File: config.mk
export PLATFORM = sky130hd
export DESIGN_NAME = glitch_filter_pair
export DESIGN_NICKNAME = d
export VERILOG_FILES = /design/src/rtl/glitch_filter_pkg.sv /design/src/rtl/gf_ctrl.sv /design/src/rtl/gf_datapath.sv /design/src/rtl/glitch_filter_pair.sv
export SDC_FILE = /design/constraint.sdc
export NUM_CORES = 1
export LEC_CHECK = 0
export CORE_AREA = 3 3 40 42
export DETAILED_ROUTE_END_ITERATION = 8
export DIE_AREA = 0 0 43 45
export PLACE_DENSITY_LB_ADDON = 0.3
export SYNTH_ARGS = -nofsm -noshare
export SYNTH_HDL_FRONTEND = slang
export SYNTH_SLANG_ARGS = --single-unit
export TNS_END_PERCENT = 10
File: constraint.sdc
create_clock -name clk -period 1.3 [get_ports clk]
set_input_delay 0.195 -clock clk [delete_from_list [all_inputs] [get_ports clk]]
set_output_delay 0.195 -clock clk [all_outputs]
set_load 0.05 [all_outputs]
File: src/rtl/glitch_filter_pkg.sv
package glitch_filter_pkg;

  // Per-lane command from control to datapath; exactly one is set per cycle.
  typedef struct packed {
    logic reload;     // input moved: restart the stability count
    logic countDown;  // input steady, count not yet exhausted
    logic pass;       // input steady long enough: copy it to the output
  } laneStrobe_t;

endpackage

File: src/rtl/gf_ctrl.sv
module gf_ctrl
  import glitch_filter_pkg::*;
#(
  parameter int NUM_LINES = 2
) (
  input  logic [NUM_LINES-1:0] rawIn,
  input  logic [NUM_LINES-1:0] prevSample,
  input  logic [NUM_LINES-1:0] cntZero,
  output laneStrobe_t [NUM_LINES-1:0] strobes
);

  for (genvar g = 0; g < NUM_LINES; g++) begin : gLane
    logic steady;
    // Each lane compares only with its own previous sample.
    assign steady = (rawIn[g] == prevSample[g]);

    always_comb begin
      strobes[g].reload    = !steady;
      strobes[g].countDown = steady && !cntZero[g];
      strobes[g].pass      = steady && cntZero[g];
    end
  end

endmodule

File: src/rtl/gf_datapath.sv
module gf_datapath
  import glitch_filter_pkg::*;
#(
  parameter int NUM_LINES = 2,
  parameter int CNT_W     = 3
) (
  input  logic                 clk,
  input  logic                 rst,
  input  logic [NUM_LINES-1:0] rawIn,
  input  laneStrobe_t [NUM_LINES-1:0] strobes,
  output logic [NUM_LINES-1:0] prevSample,
  output logic [NUM_LINES-1:0] cntZero,
  output logic [NUM_LINES-1:0] cleanOut
);

  localparam logic [CNT_W-1:0] RELOAD = {CNT_W{1'b1}};

  for (genvar g = 0; g < NUM_LINES; g++) begin : gLane
    logic [CNT_W-1:0] stableCnt;

    assign cntZero[g] = (stableCnt == '0);

    always_ff @(posedge clk) begin
      if (rst) begin
        prevSample[g] <= 1'b1;
        stableCnt     <= RELOAD;
        cleanOut[g]   <= 1'b1;
      end else begin
        prevSample[g] <= rawIn[g];
        if (strobes[g].reload) begin
          stableCnt <= RELOAD;
        end else if (strobes[g].countDown) begin
          stableCnt <= stableCnt - 1'b1;
        end
        if (strobes[g].pass) begin
          cleanOut[g] <= rawIn[g];
        end
      end
    end
  end

endmodule

File: src/rtl/glitch_filter_pair.sv
module glitch_filter_pair
  import glitch_filter_pkg::*;
#(
  parameter int CNT_W = 3
) (
  input  logic clk,
  input  logic rst,
  input  logic sdaRaw,
  input  logic sclRaw,
  output logic sdaClean,
  output logic sclClean
);

  localparam int NUM_LINES = 2;  // lane 0 = data, lane 1 = clock

  logic [NUM_LINES-1:0] rawIn;
  logic [NUM_LINES-1:0] prevSample;
  logic [NUM_LINES-1:0] cntZero;
  logic [NUM_LINES-1:0] cleanOut;
  laneStrobe_t [NUM_LINES-1:0] strobes;

  assign rawIn = {sclRaw, sdaRaw};

  gf_ctrl #(.NUM_LINES(NUM_LINES)) ctrl_i (
    .rawIn      (rawIn),
    .prevSample (prevSample),
    .cntZero    (cntZero),
    .strobes    (strobes)
  );

  gf_datapath #(.NUM_LINES(NUM_LINES), .CNT_W(CNT_W)) dp_i (
    .clk        (clk),
    .rst        (rst),
    .rawIn      (rawIn),
    .strobes    (strobes),
    .prevSample (prevSample),
    .cntZero    (cntZero),
    .cleanOut   (cleanOut)
  );

  assign sdaClean = cleanOut[0];
  assign sclClean = cleanOut[1];

endmodule

==> run metrics, run 1 <==
pin count of the biggest net entering global routing 7; worst skew pair latency 260 ps; Reg2Reg Capture Point dp_i.gLane[1].stableCnt[0]; Die H 45 um; TritonCTS clock tree done; Cells after Synth 51; Area Overhead vs Synth 28.5%; WHS 519 ps; initial DRC count 1; cts hold-fix bufs 0; Nets 70; Worst Path Max Fanout 3; sum of negative setup slack 0 ps; vias in the first global route 354; Rel. slew slack between 80% and 90%; critical path endpoint category flip-flop; Met2 Wirelength 323 um; met3 WL ~50 um; r2r worst-path depth 5; core area approximately 1300 sq um; Reg2Reg Launch Point dp_i.gLane[1].stableCnt[0]; clk_skew 3.81 ps; clock buffer depth 2; global-route wire length before repair about 1300 um; post-route ant nets 0; die width 43 um; Worst Max-Slew Pin Slew 255 ps; setup violators final 0; Critical Path RT 1450 ps; final hold viol count 0; I/O Buffers 5; worst path arrival time 1290 ps; hold path cells 2; Max Freq between 0.8 and 0.9 GHz; Pwr per Cell Area 1110 nW/um^2; FF+latch count, synth 10; max-slew violation count 0; clock root cell clkbuf_4; Post-CTS Setup Inserts 0; grt ovf 0; max cap viols 0; Mapped Area 465 sq um; 1st-pass router iterations 2; Top Metal Used met3; Tmin final 1140 ps; Worst Hold Endpoint dp_i.gLane[0].stableCnt[1]; layout cells sized above 1 a little under a fifth; DRC Markers 0; crit start category flip-flop; DIE AREA 1940 sq um; gpl congestion 0.713; post-DP HPWL 591 um; GRT Total Usage 9.60%; YS warnings 0; Worst R2R Setup Slack 160 ps; I/O pins 6; Antenna diodes 0; Max VDD drop around 500 uV; vias per cell 4.46; Vias 339; syn avg cell area 9.13 sq um; CTS Buf Count 3; H-tree levels 1; met1 WL around 350 um; status completed; clk slew on worst S/H paths 70 ps; final WL 726 um; Initial Util 36.2%; Rows 13; Hold Path Class reg -> reg; syn nets just under 60; initial antenna violation count 0; unrepaired setup endpoints after global routing no; post-cts sizing count 0; WL/cell 9.55 um; Hold Path Origin dp_i.gLane[0].stableCnt[1]; post-synthesis sequential area ratio 43.0%; Tcrit/Tclk final 87.4%; critical path class reg -> reg; CTS Sinks 10; Synth cell types 18; LEAKAGE around 0.28 nW
## how the worst max path moves through the flow
stage	from	end	slack [ps]
finish	dp_i.gLane[1].stableCnt[0]	dp_i.gLane[1].stableCnt[0]	160
global route	dp_i.gLane[0].stableCnt[0]	dp_i.gLane[0].stableCnt[0]	30
CTS	dp_i.gLane[1].stableCnt[0]	dp_i.gLane[1].stableCnt[0]	140
detailed placement	sclRaw	dp_i.gLane[1].stableCnt[2]	50
global placement	sdaRaw	dp_i.gLane[0].stableCnt[1]	60
floorplan	dp_i.gLane[0].stableCnt[0]	dp_i.cleanOut[0]	260
## sequential cells by signal, indices dropped and copies added, names as in the netlist
register	count
dp_i.cleanOut	2
dp_i.gLane.stableCnt	6
dp_i.prevSample	2
## worst max-delay path, stage by stage, from the launching register on
cell	delay [ps]
dfxtp_1	300
inv_1	100
ha_1	200
nor2b_1	220
xnor2_1	140
nand2_1	60
## cells in the mapped netlist
library cell / n / area, sq um
nor3_1: 2 / 10.0
a21oi_1: 1 / 5.00
nand2_1: 4 / 15.0
nor3b_1: 1 / 7.51
o21ai_2: 2 / 17.5
xor2_1: 2 / 17.5
xnor2_1: 2 / 17.5
nor2_1: 5 / 18.8
inv_1: 5 / 18.8
ha_1: 4 / 50.1
or2_2: 2 / 12.5
a31oi_1: 2 / 12.5
mux2i_1: 1 / 10.0
dfxtp_1: 10 / 200
o21bai_1: 2 / 15.0
nor2b_1: 2 / 12.5
nand2b_1: 2 / 12.5
and2_1: 2 / 12.5
## logic make-up after synthesis
kind of cell,synth area share (%)
flip-flops,43.0
adder cells (fa/ha/maj),10.8
XOR/XNOR,7.53
buffers and inverters,4.03
multiplexers,2.15
AND/OR/NAND/NOR,21.8
AO/OA/AOI/OAI,10.8
## final cells by class
class | instances | area [sq um]
sequential | 10 | 200
inverter | 5 | 18.8
fill | 127 | 687
tap | 15 | 18.8
timing repair buffer | 6 | 77.6
multi-input combinational | 36 | 246
clock buffer | 4 | 36.3
## metal layers
metal / vias up / global-route usage, %
met5: - / 0
met4: 0 / 3.61
met3: 0 / 5.98
met2: 7 / 15.0
met1: 149 / 10.7
li1: 183 / -
## where the power goes
group,leakage (nW),total (mW),internal [mW],switching (mW)
combinational,0.175,0.0604,0.0310,0.0294
clock,0.0210,0.279,0.170,0.109
sequential,0.0821,0.325,0.319,0.00613
total,0.278,0.664,0.520,0.145
## through the flow
| stage | std cells | utilization (%) | instance area (sq um) | power, mW | setup slack [ps] |
|---|---|---|---|---|---|
| after CTS | 76 | 46.5 | 598 | 0.677 | 142 |
| final | 76 | 46.5 | 598 | 0.664 | 164 |
| after floorplan | 51 | - | 465 | 0.370 | 263 |
| after global routing | 76 | 46.5 | 598 | 0.695 | 26.6 |
| after global placement | 72 | 43.7 | 562 | 0.392 | 62.6 |
| after detailed placement | 72 | 43.7 | 562 | 0.393 | 51.7 |
## placed cells by master, fill, tap and decap left out
cell             Yosys  routed
inv_1                5       5
nand2_1              4       4
o21ai_2              2       2
or2_2                2       2
clkbuf_4             0       3
xor2_1               2       2
nor3_1               2       2
nand2b_1             2       2
nor2b_1              2       2
and2_1               2       2
clkdlybuf4s50_1      0       3
nor3b_1              1       1
dfxtp_1             10      10
ha_1                 4       4
a21oi_1              1       1
nor2_1               5       5
buf_4                0       1
buf_12               0       2
a31oi_1              2       2
mux2i_1              1       1
xnor2_1              2       2
clkbuf_8             0       1
o21bai_1             2       2
Power figures use the tool's default switching activity.
==> run 2: changes to the inputs <==
--- a/config.mk
+++ b/config.mk
@@ -6,6 +6,7 @@
 export NUM_CORES = 1
 export LEC_CHECK = 0
 export CORE_AREA = 3 3 40 42
+export CTS_CLUSTER_SIZE = 40
 export DETAILED_ROUTE_END_ITERATION = 8
 export DIE_AREA = 0 0 43 45
 export PLACE_DENSITY_LB_ADDON = 0.3
==> results of run 2 <==
Final layout, timing and power as in run 1 (identical DEF).
